===== src/rtl/pscfg_pkg.sv =====
package pscfg_pkg;

   typedef enum logic [3:0] {
      ST_IDLE,
      ST_PRE,
      ST_PULSE,
      ST_ACK,
      ST_READY,
      ST_DATA,
      ST_PAD,
      ST_TAIL,
      ST_OK,
      ST_FAIL
   } pscfg_state_e;

   typedef enum logic [1:0] {
      ERR_NONE  = 2'd0,
      ERR_READY = 2'd1,
      ERR_DONE  = 2'd2,
      ERR_LOST  = 2'd3
   } pscfg_err_e;

endpackage


===== src/rtl/pscfg_sync.sv =====
module pscfg_sync #(
   parameter int               WIDTH   = 2,
   parameter int               STAGES  = 2,
   parameter logic [WIDTH-1:0] RST_VAL = '0
) (
   input  logic             clk,
   input  logic             rst_n,
   input  logic [WIDTH-1:0] d,
   output logic [WIDTH-1:0] q
);

   if (STAGES < 2) begin : g_bad_stages
      $error("pscfg_sync: STAGES must be at least 2");
   end
   if (WIDTH < 1) begin : g_bad_width
      $error("pscfg_sync: WIDTH must be at least 1");
   end

   logic [STAGES-1:0][WIDTH-1:0] chain;

   always_ff @(posedge clk or negedge rst_n) begin
      if (!rst_n) begin
         chain <= {STAGES{RST_VAL}};
      end else begin
         chain <= {chain[STAGES-2:0], d};
      end
   end

   assign q = chain[STAGES-1];

endmodule


===== src/rtl/pscfg_ccgen.sv =====
module pscfg_ccgen #(
   parameter int LOW_CYC  = 4,
   parameter int HIGH_CYC = 4
) (
   input  logic clk,
   input  logic rst_n,
   input  logic run,
   output logic cclk,
   output logic ph_end
);

   localparam int PERIOD = LOW_CYC + HIGH_CYC;
   localparam int PW     = $clog2(PERIOD);
   localparam logic [PW-1:0] PH_LAST = PW'(PERIOD - 1);
   localparam logic [PW-1:0] PH_RISE = PW'(LOW_CYC);

   if (LOW_CYC < 1 || HIGH_CYC < 1) begin : g_bad_phase
      $error("pscfg_ccgen: both clock phases need at least one cycle");
   end

   logic [PW-1:0] ph;

   always_ff @(posedge clk or negedge rst_n) begin
      if (!rst_n) begin
         ph <= '0;
      end else if (!run || ph == PH_LAST) begin
         ph <= '0;
      end else begin
         ph <= ph + 1'b1;
      end
   end

   assign cclk   = run && (ph >= PH_RISE);
   assign ph_end = run && (ph == PH_LAST);

   AST_CC_FALL_AFTER_END: assert property (@(posedge clk) disable iff (!rst_n)
      $past(ph_end) |-> !cclk) else $error("serial clock high after period end");

endmodule


===== src/rtl/pscfg_seq.sv =====
module pscfg_seq
   import pscfg_pkg::*;
#(
   parameter int DW        = 8,
   parameter int LONG_DLY  = 10000,
   parameter int SHORT_DLY = 100,
   parameter int READY_TMO = 100000,
   parameter int DONE_TMO  = 1000000,
   parameter int LOW_CYC   = 4,
   parameter int HIGH_CYC  = 4,
   parameter int TAIL_CLKS = 10,
   parameter int SYNC_STG  = 2
) (
   input  logic          clk,
   input  logic          rst_n,
   input  logic          start,
   input  logic          s_valid,
   input  logic [DW-1:0] s_data,
   input  logic          s_last,
   output logic          s_ready,
   input  logic          status_n_i,
   input  logic          done_i,
   output logic          cfg_n_o,
   output logic          cdata_o,
   output logic          cclk_o,
   output logic          bus_rst_n_o,
   output logic          busy_o,
   output logic          ok_o,
   output logic          err_o,
   output logic [1:0]    err_code_o
);

   localparam int MAX_A   = (LONG_DLY > SHORT_DLY) ? LONG_DLY : SHORT_DLY;
   localparam int MAX_B   = (READY_TMO > DONE_TMO) ? READY_TMO : DONE_TMO;
   localparam int CNT_MAX = (MAX_A > MAX_B) ? MAX_A : MAX_B;
   localparam int CW      = $clog2(CNT_MAX + 1);
   localparam int BW      = $clog2(DW);
   localparam int TW      = $clog2(TAIL_CLKS + 1);
   localparam logic [CW-1:0] LONG_M1  = CW'(LONG_DLY - 1);
   localparam logic [CW-1:0] SHORT_M1 = CW'(SHORT_DLY - 1);
   localparam logic [CW-1:0] RDY_M1   = CW'(READY_TMO - 1);
   localparam logic [CW-1:0] DONE_M1  = CW'(DONE_TMO - 1);
   localparam logic [BW-1:0] BI_LAST  = BW'(DW - 1);
   localparam logic [TW-1:0] TAIL_M1  = TW'(TAIL_CLKS - 1);

   if (DW < 2) begin : g_bad_dw
      $error("pscfg_seq: DW must be at least 2");
   end
   if (LONG_DLY < 1 || SHORT_DLY < 1 || READY_TMO < 1 || DONE_TMO < 1) begin : g_bad_dly
      $error("pscfg_seq: delays and timeouts must be at least 1");
   end
   if (TAIL_CLKS < 1) begin : g_bad_tail
      $error("pscfg_seq: TAIL_CLKS must be at least 1");
   end

   pscfg_state_e  state;
   pscfg_err_e    err_q;
   logic [CW-1:0] cnt;
   logic [DW-1:0] sh;
   logic [BW-1:0] bit_idx;
   logic [TW-1:0] tail_cnt;
   logic          have_byte;
   logic          last_taken;
   logic          stat_n_s;
   logic          done_s;
   logic          run;
   logic          ph_end;
   logic          take;

   pscfg_sync #(.WIDTH(2), .STAGES(SYNC_STG), .RST_VAL(2'b10)) i_sync (
      .clk   (clk),
      .rst_n (rst_n),
      .d     ({status_n_i, done_i}),
      .q     ({stat_n_s, done_s})
   );

   assign run = (state == ST_DATA && have_byte) || state == ST_PAD || state == ST_TAIL;

   pscfg_ccgen #(.LOW_CYC(LOW_CYC), .HIGH_CYC(HIGH_CYC)) i_ccgen (
      .clk    (clk),
      .rst_n  (rst_n),
      .run    (run),
      .cclk   (cclk_o),
      .ph_end (ph_end)
   );

   assign s_ready = (state == ST_DATA) && stat_n_s && !last_taken &&
                    (!have_byte || (bit_idx == BI_LAST && ph_end));
   assign take    = s_valid && s_ready;

   always_ff @(posedge clk or negedge rst_n) begin
      if (!rst_n) begin
         state      <= ST_IDLE;
         err_q      <= ERR_NONE;
         cnt        <= '0;
         sh         <= '0;
         bit_idx    <= '0;
         tail_cnt   <= '0;
         have_byte  <= 1'b0;
         last_taken <= 1'b0;
      end else if (start && state inside {ST_IDLE, ST_OK, ST_FAIL}) begin
         state      <= ST_PRE;
         err_q      <= ERR_NONE;
         cnt        <= '0;
         have_byte  <= 1'b0;
         last_taken <= 1'b0;
      end else begin
         case (state)
            ST_PRE: begin
               if (cnt == LONG_M1) begin
                  state <= ST_PULSE;
                  cnt   <= '0;
               end else begin
                  cnt <= cnt + 1'b1;
               end
            end
            ST_PULSE: begin
               if (cnt == SHORT_M1) begin
                  state <= ST_ACK;
                  cnt   <= '0;
               end else begin
                  cnt <= cnt + 1'b1;
               end
            end
            ST_ACK: begin
               if (!stat_n_s) begin
                  state <= ST_READY;
                  cnt   <= '0;
               end
            end
            ST_READY: begin
               if (stat_n_s) begin
                  state <= ST_DATA;
                  cnt   <= '0;
               end else if (cnt == RDY_M1) begin
                  state <= ST_FAIL;
                  err_q <= ERR_READY;
               end else begin
                  cnt <= cnt + 1'b1;
               end
            end
            ST_DATA: begin
               if (!stat_n_s) begin
                  state     <= ST_FAIL;
                  err_q     <= ERR_LOST;
                  have_byte <= 1'b0;
               end else if (take) begin
                  sh         <= s_data;
                  bit_idx    <= '0;
                  have_byte  <= 1'b1;
                  last_taken <= s_last;
               end else if (ph_end) begin
                  if (bit_idx == BI_LAST) begin
                     have_byte <= 1'b0;
                  end else begin
                     bit_idx <= bit_idx + 1'b1;
                     sh      <= sh >> 1;
                  end
               end else if (!have_byte && last_taken) begin
                  state <= ST_PAD;
                  cnt   <= '0;
               end
            end
            ST_PAD: begin
               if (ph_end && done_s) begin
                  state    <= ST_TAIL;
                  tail_cnt <= '0;
               end else if (cnt == DONE_M1) begin
                  state <= ST_FAIL;
                  err_q <= ERR_DONE;
               end else begin
                  cnt <= cnt + 1'b1;
               end
            end
            ST_TAIL: begin
               if (ph_end) begin
                  if (tail_cnt == TAIL_M1) begin
                     state <= ST_OK;
                  end else begin
                     tail_cnt <= tail_cnt + 1'b1;
                  end
               end
            end
            default: ;
         endcase
      end
   end

   assign cdata_o     = (state == ST_DATA && have_byte) ? sh[0] : 1'b0;
   assign cfg_n_o     = !(state inside {ST_PULSE, ST_ACK, ST_FAIL});
   assign bus_rst_n_o = (state == ST_OK);
   assign busy_o      = !(state inside {ST_IDLE, ST_OK, ST_FAIL});
   assign ok_o        = (state == ST_OK);
   assign err_o       = (state == ST_FAIL);
   assign err_code_o  = err_q;

   AST_BUS_HELD: assert property (@(posedge clk) disable iff (!rst_n)
      busy_o |-> !bus_rst_n_o) else $error("bus reset released during run");
   AST_DATA_STABLE: assert property (@(posedge clk) disable iff (!rst_n)
      (cclk_o && $past(cclk_o)) |-> $stable(cdata_o)) else $error("data moved while clock high");
   AST_TAKE_LOADS: assert property (@(posedge clk) disable iff (!rst_n)
      take |=> (have_byte && bit_idx == '0)) else $error("accepted byte not loaded");
   AST_FAIL_PINS: assert property (@(posedge clk) disable iff (!rst_n)
      err_o |-> (!cfg_n_o && !bus_rst_n_o && err_code_o != ERR_NONE)) else $error("error state pins wrong");
   AST_OK_AFTER_CLK: assert property (@(posedge clk) disable iff (!rst_n)
      $rose(ok_o) |-> ($past(cclk_o) && !$past(cdata_o))) else $error("success not after zero clock");
   AST_OK_ERR_EXCL: assert property (@(posedge clk) disable iff (!rst_n)
      !(ok_o && err_o)) else $error("ok and error together");

endmodule


===== config.mk =====
export PLATFORM = sky130hd
export DESIGN_NAME = pscfg_seq
export DESIGN_NICKNAME = d
export VERILOG_FILES = /design/src/rtl/pscfg_pkg.sv /design/src/rtl/pscfg_sync.sv /design/src/rtl/pscfg_ccgen.sv /design/src/rtl/pscfg_seq.sv
export SDC_FILE = /design/constraint.sdc
export NUM_CORES = 1
export LEC_CHECK = 0
export ABC_AREA = 1
export BUFFER_PORTS_ARGS = -buffer_cell sky130_fd_sc_hd__buf_2
export CAP_MARGIN = 5
export CORE_MARGIN = 2
export CORE_UTILIZATION = 55
export CTS_CLUSTER_SIZE = 16
export DETAILED_ROUTE_END_ITERATION = 10
export PLACE_DENSITY = 0.81
export SKIP_LAST_GASP = 1
export SYNTH_ARGS = -nofsm -noshare
export SYNTH_HDL_FRONTEND = slang
export SYNTH_SLANG_ARGS = --single-unit
export TNS_END_PERCENT = 5

===== constraint.sdc =====
create_clock -name clk -period 1.97 [get_ports clk]
set_clock_uncertainty 0.1 [all_clocks]
set_input_delay 0.0985 -clock clk [delete_from_list [all_inputs] [get_ports clk]]
set_output_delay 0.0985 -clock clk [all_outputs]
set_load 0.1 [all_outputs]

==> flow_metrics.py <==
metrics = {
    "die": {
        "initial_core_util": 0.571,
        "coreArea_sq_um": 5920,
        "die-area_sq_um": 6790,
        "die_height_um": 82.4,
        "fp-row-count": 28,
        "dieWidth_um": 82.4,
        "io_pins": 25,
    },
    "setup_path": {
        "reg2regPathDepth": 10,
        "crit_required_ns": 1.77,
        "worstReg2RegEnd": "cnt[1]",
        "cp-end-kind": "primary output",
        "reg2reg_slack_ns": 0,
        "cp-start-kind": "register",
        "crit_type": "register to primary output",
        "crit_fanout": 7,
        "timing.rr.start": "state[1]",
        "cp.arrival_ns": 1.80,
    },
    "clock_network": {
        "htreeDepth": 2,
        "clock_latency_ns": 0.31,
        "path_clk_slew_ns": 0.10,
        "root_buffer": "clkbuf_8",
        "clkSinkCount": 50,
        "cts_buffer_depth": 2,
        "cts_made_buffers": 5,
        "cts_tree": "done",
    },
    "drt": {
        "ant_nets": 0,
        "drc": 0,
        "wl_per_cell_um": 13.7,
        "wirelength_um": 8900,
        "dr_total_vias": 3551,
        "drt_iter0_drc": 279,
        "dr.pass1.iters": 5,
        "via_per_inst": 5.47,
    },
    "synth": {
        "synthSimpleGateAreaFrac": 0.428,
        "synth_area_sq_um": 3380,
        "synth-main-ff-cell": "dfrtp_1",
        "synthAdderAreaFrac": 0.0259,
        "avgSynthCellArea_sq_um": 6.89,
        "synthArstFlopShare": 1.00,
        "syn_nets": 513,
        "yosysMostFrequentCell": "nand2_1",
        "synth_top_family_by_area": "simple AND/OR/NAND/NOR gates",
        "synthDistinctLibCells": 36,
        "yosysTopAreaCell": "dfrtp_1",
        "synth_seq_cells": 50,
        "muxShareOfSynthArea": 0,
        "synth-compound-area-share": 0.0825,
        "yosysWarnings": 0,
        "yosysSeqAreaShare": 0.371,
        "synth_commonest_cells": "128 x nand2_1, 73 x nor2_1, 53 x nand3_1",
        "ys_top_cells_by_area": "dfrtp_1 36%, nand2_1 14%, nor2_1 8.1%",
        "synth_top_area_share": 0.355,
        "synthCells": 491,
        "synth-edff-count": 0,
        "synthXorXnorAreaFrac": 0.00777,
    },
    "finish": {
        "antenna_cells": 0,
        "area_growth_pct": 26.8,
        "drive_gt1_frac": 0.249,
        "nets": 595,
        "final_util": 0.724,
    },
    "global_routing": {
        "grt_pass1_wl_um": 14400,
        "grt_use_met2": 0.448,
        "grt_use_met1": 0.371,
        "grt_max_degree": 30,
        "grt_use_total": 0.272,
        "top_usage_layer": "met2",
        "grt_overflow_total": 0,
        "grt_antenna_before_repair": 0,
        "grt_use_met3": 0.0424,
        "grt_pass1_vias": 3317,
    },
    "job": {
        "cap_viol_max_count": 0,
    },
    "place": {
        "portBuffers": 24,
        "hpwl_um": 6530,
        "gp_congestion": 0.964,
    },
    "timing": {
        "rsz0062_at_grt": "true",
        "max_freq_mhz": 499,
        "finalHoldViolations": 0,
        "finalCritPeriodShare": 1.02,
        "whs_ns": 0.0147,
        "slew_headroom": 0.657,
        "finalSetupViolCount": 1,
        "worst_pin_slew_ns": 0.515,
        "setup_ws_ns": -0.0323,
        "final_max_slew_viol_count": 0,
        "fin_crit_ns": 2.00,
    },
    "min_path": {
        "min_to": "sh[6]",
        "worstHoldPathCells": 3,
        "min_from": "s_data[6]",
        "hold_class": "input pin to register",
    },
    "pwr": {
        "combPwrFrac": 0.610,
        "p_leak_nw": 2.11,
        "swShare": 0.501,
        "ir_worst_vdd_mv": 0.836,
        "power.density_nw_per_um2": 1260,
        "p_switching_mw": 2.70,
        "internal-power_mw": 2.70,
        "sequentialPowerShare": 0.276,
        "clkPwrFrac": 0.114,
    },
    "status": {
        "violations": "negative setup slack",
        "status": "complete, but fails checks",
    },
}
==> cell type report <==
type                            count  area [sq um]
Inverter                           56           213
Fill cell                         473          1630
Multi-Input combinational cell    374          1950
Sequential cell                    50          1260
Clock inverter                      3          23.8
Timing Repair Buffer               86           678
Tap cell                           75          93.8
Clock buffer                        5          68.8
==> registers in the layout, indices dropped and copies added (netlist names) <==
| name | cells |
|---|---|
| bit_idx | 3 |
| state | 4 |
| err_code_o | 2 |
| i_sync.q | 2 |
| sh | 8 |
| tail_cnt | 4 |
| last_taken | 1 |
| i_sync.chain | 2 |
| cnt | 20 |
| i_ccgen.ph | 3 |
| have_byte | 1 |
==> critical path, stage by stage, from the launching register on <==
cell,delay (ns)
dfrtp_2,0.43
inv_2,0.07
nor2_4,0.19
nand3_4,0.12
nand2_4,0.11
nand3_1,0.11
nand2_2,0.09
and2_4,0.20
buf_12,0.18
==> kinds of logic after synthesis <==
| group | after synthesis |
|---|---|
| AO/OA/AOI/OAI | 49 |
| AND/OR/NAND/NOR | 315 |
| buffers and inverters | 67 |
| XOR/XNOR | 3 |
| adder cells (fa/ha/maj) | 7 |
| flip-flops | 50 |
==> per-stage QoR <==
stage	power, mW	setup WS, ns	cells	TNS (ns)	instance area (sq um)
2_1_floorplan	3.57	-0.308	491	-1.32	3390
3_3_place_gp	4.31	-0.0299	620	-0.163	3890
3_5_place_dp	4.36	-0.0845	620	-0.541	3890
4_1_cts	5.10	-0.0285	641	-0.0628	4130
5_1_grt	5.80	-0.129	649	-1.85	4290
6_report	5.40	-0.0323	649	-0.0323	4290
==> layer usage <==
| metal | vias to the layer above | routed length [um] |
|---|---|---|
| met2 | 148 | 4220 |
| met3 | 24 | 618 |
| met5 | - | 0 |
| met4 | 0 | 187 |
| li1 | 1770 | - |
| met1 | 1609 | 3870 |
==> worst max-delay path by stage <==
stage	start	to	slack [ns]	depth (start not counted)
global placement	cnt[0]	cnt[12]	-0.03	10
global route	state[2]	s_ready	-0.13	8
CTS	cnt[0]	cnt[1]	-0.03	10
finish	state[2]	s_ready	-0.03	8
floorplan	state[0]	cfg_n_o	-0.31	5
detailed placement	cnt[0]	state[0]	-0.08	12
==> cells in the final DEF, fill, tap and decap left out, types with 4 or more instances in the layout <==
cell           Yosys  routed
o21ai_0           20      20
buf_2              4      21
inv_1             52      50
nand3_2            4       4
dfrtp_2            0       5
nor2_1            73      68
nand2_1          128     119
a31oi_1            7       7
nor2_2             4       7
dlygate4sd3_1      0      11
dfrtp_1           48      43
nand2_2            6      14
nor2_4             2       4
clkbuf_8           0       5
buf_12             0       4
a21oi_1            6       5
nor3_1            12      11
ha_1               7       5
o21ai_1            9       9
buf_4              1      47
inv_2              4       5
nand3b_1           7       7
nand3_1           53      51
nand4_1           16      16
==> timing repair <==
action / CTS / global route
setup endpoints to repair: 14 / 35
setup buffers: 2 / 8
pin swaps: 2 / 10
resized for setup: 10 / 28
endpoints found under the hold margin: 29 / 0
hold buffers: 11 / 0
==> power groups by stage <==
stage                     combinational (mW)  sequential, mW  clock, mW
final                                   3.29            1.49      0.617
after global routing                    3.60            1.51      0.687
after CTS                               3.02            1.45      0.632
after detailed placement                2.90            1.46          0
after global placement                  2.85            1.46          0
after floorplan                         2.02            1.55          0
No activity file was read; power rests on OpenSTA's default activity.
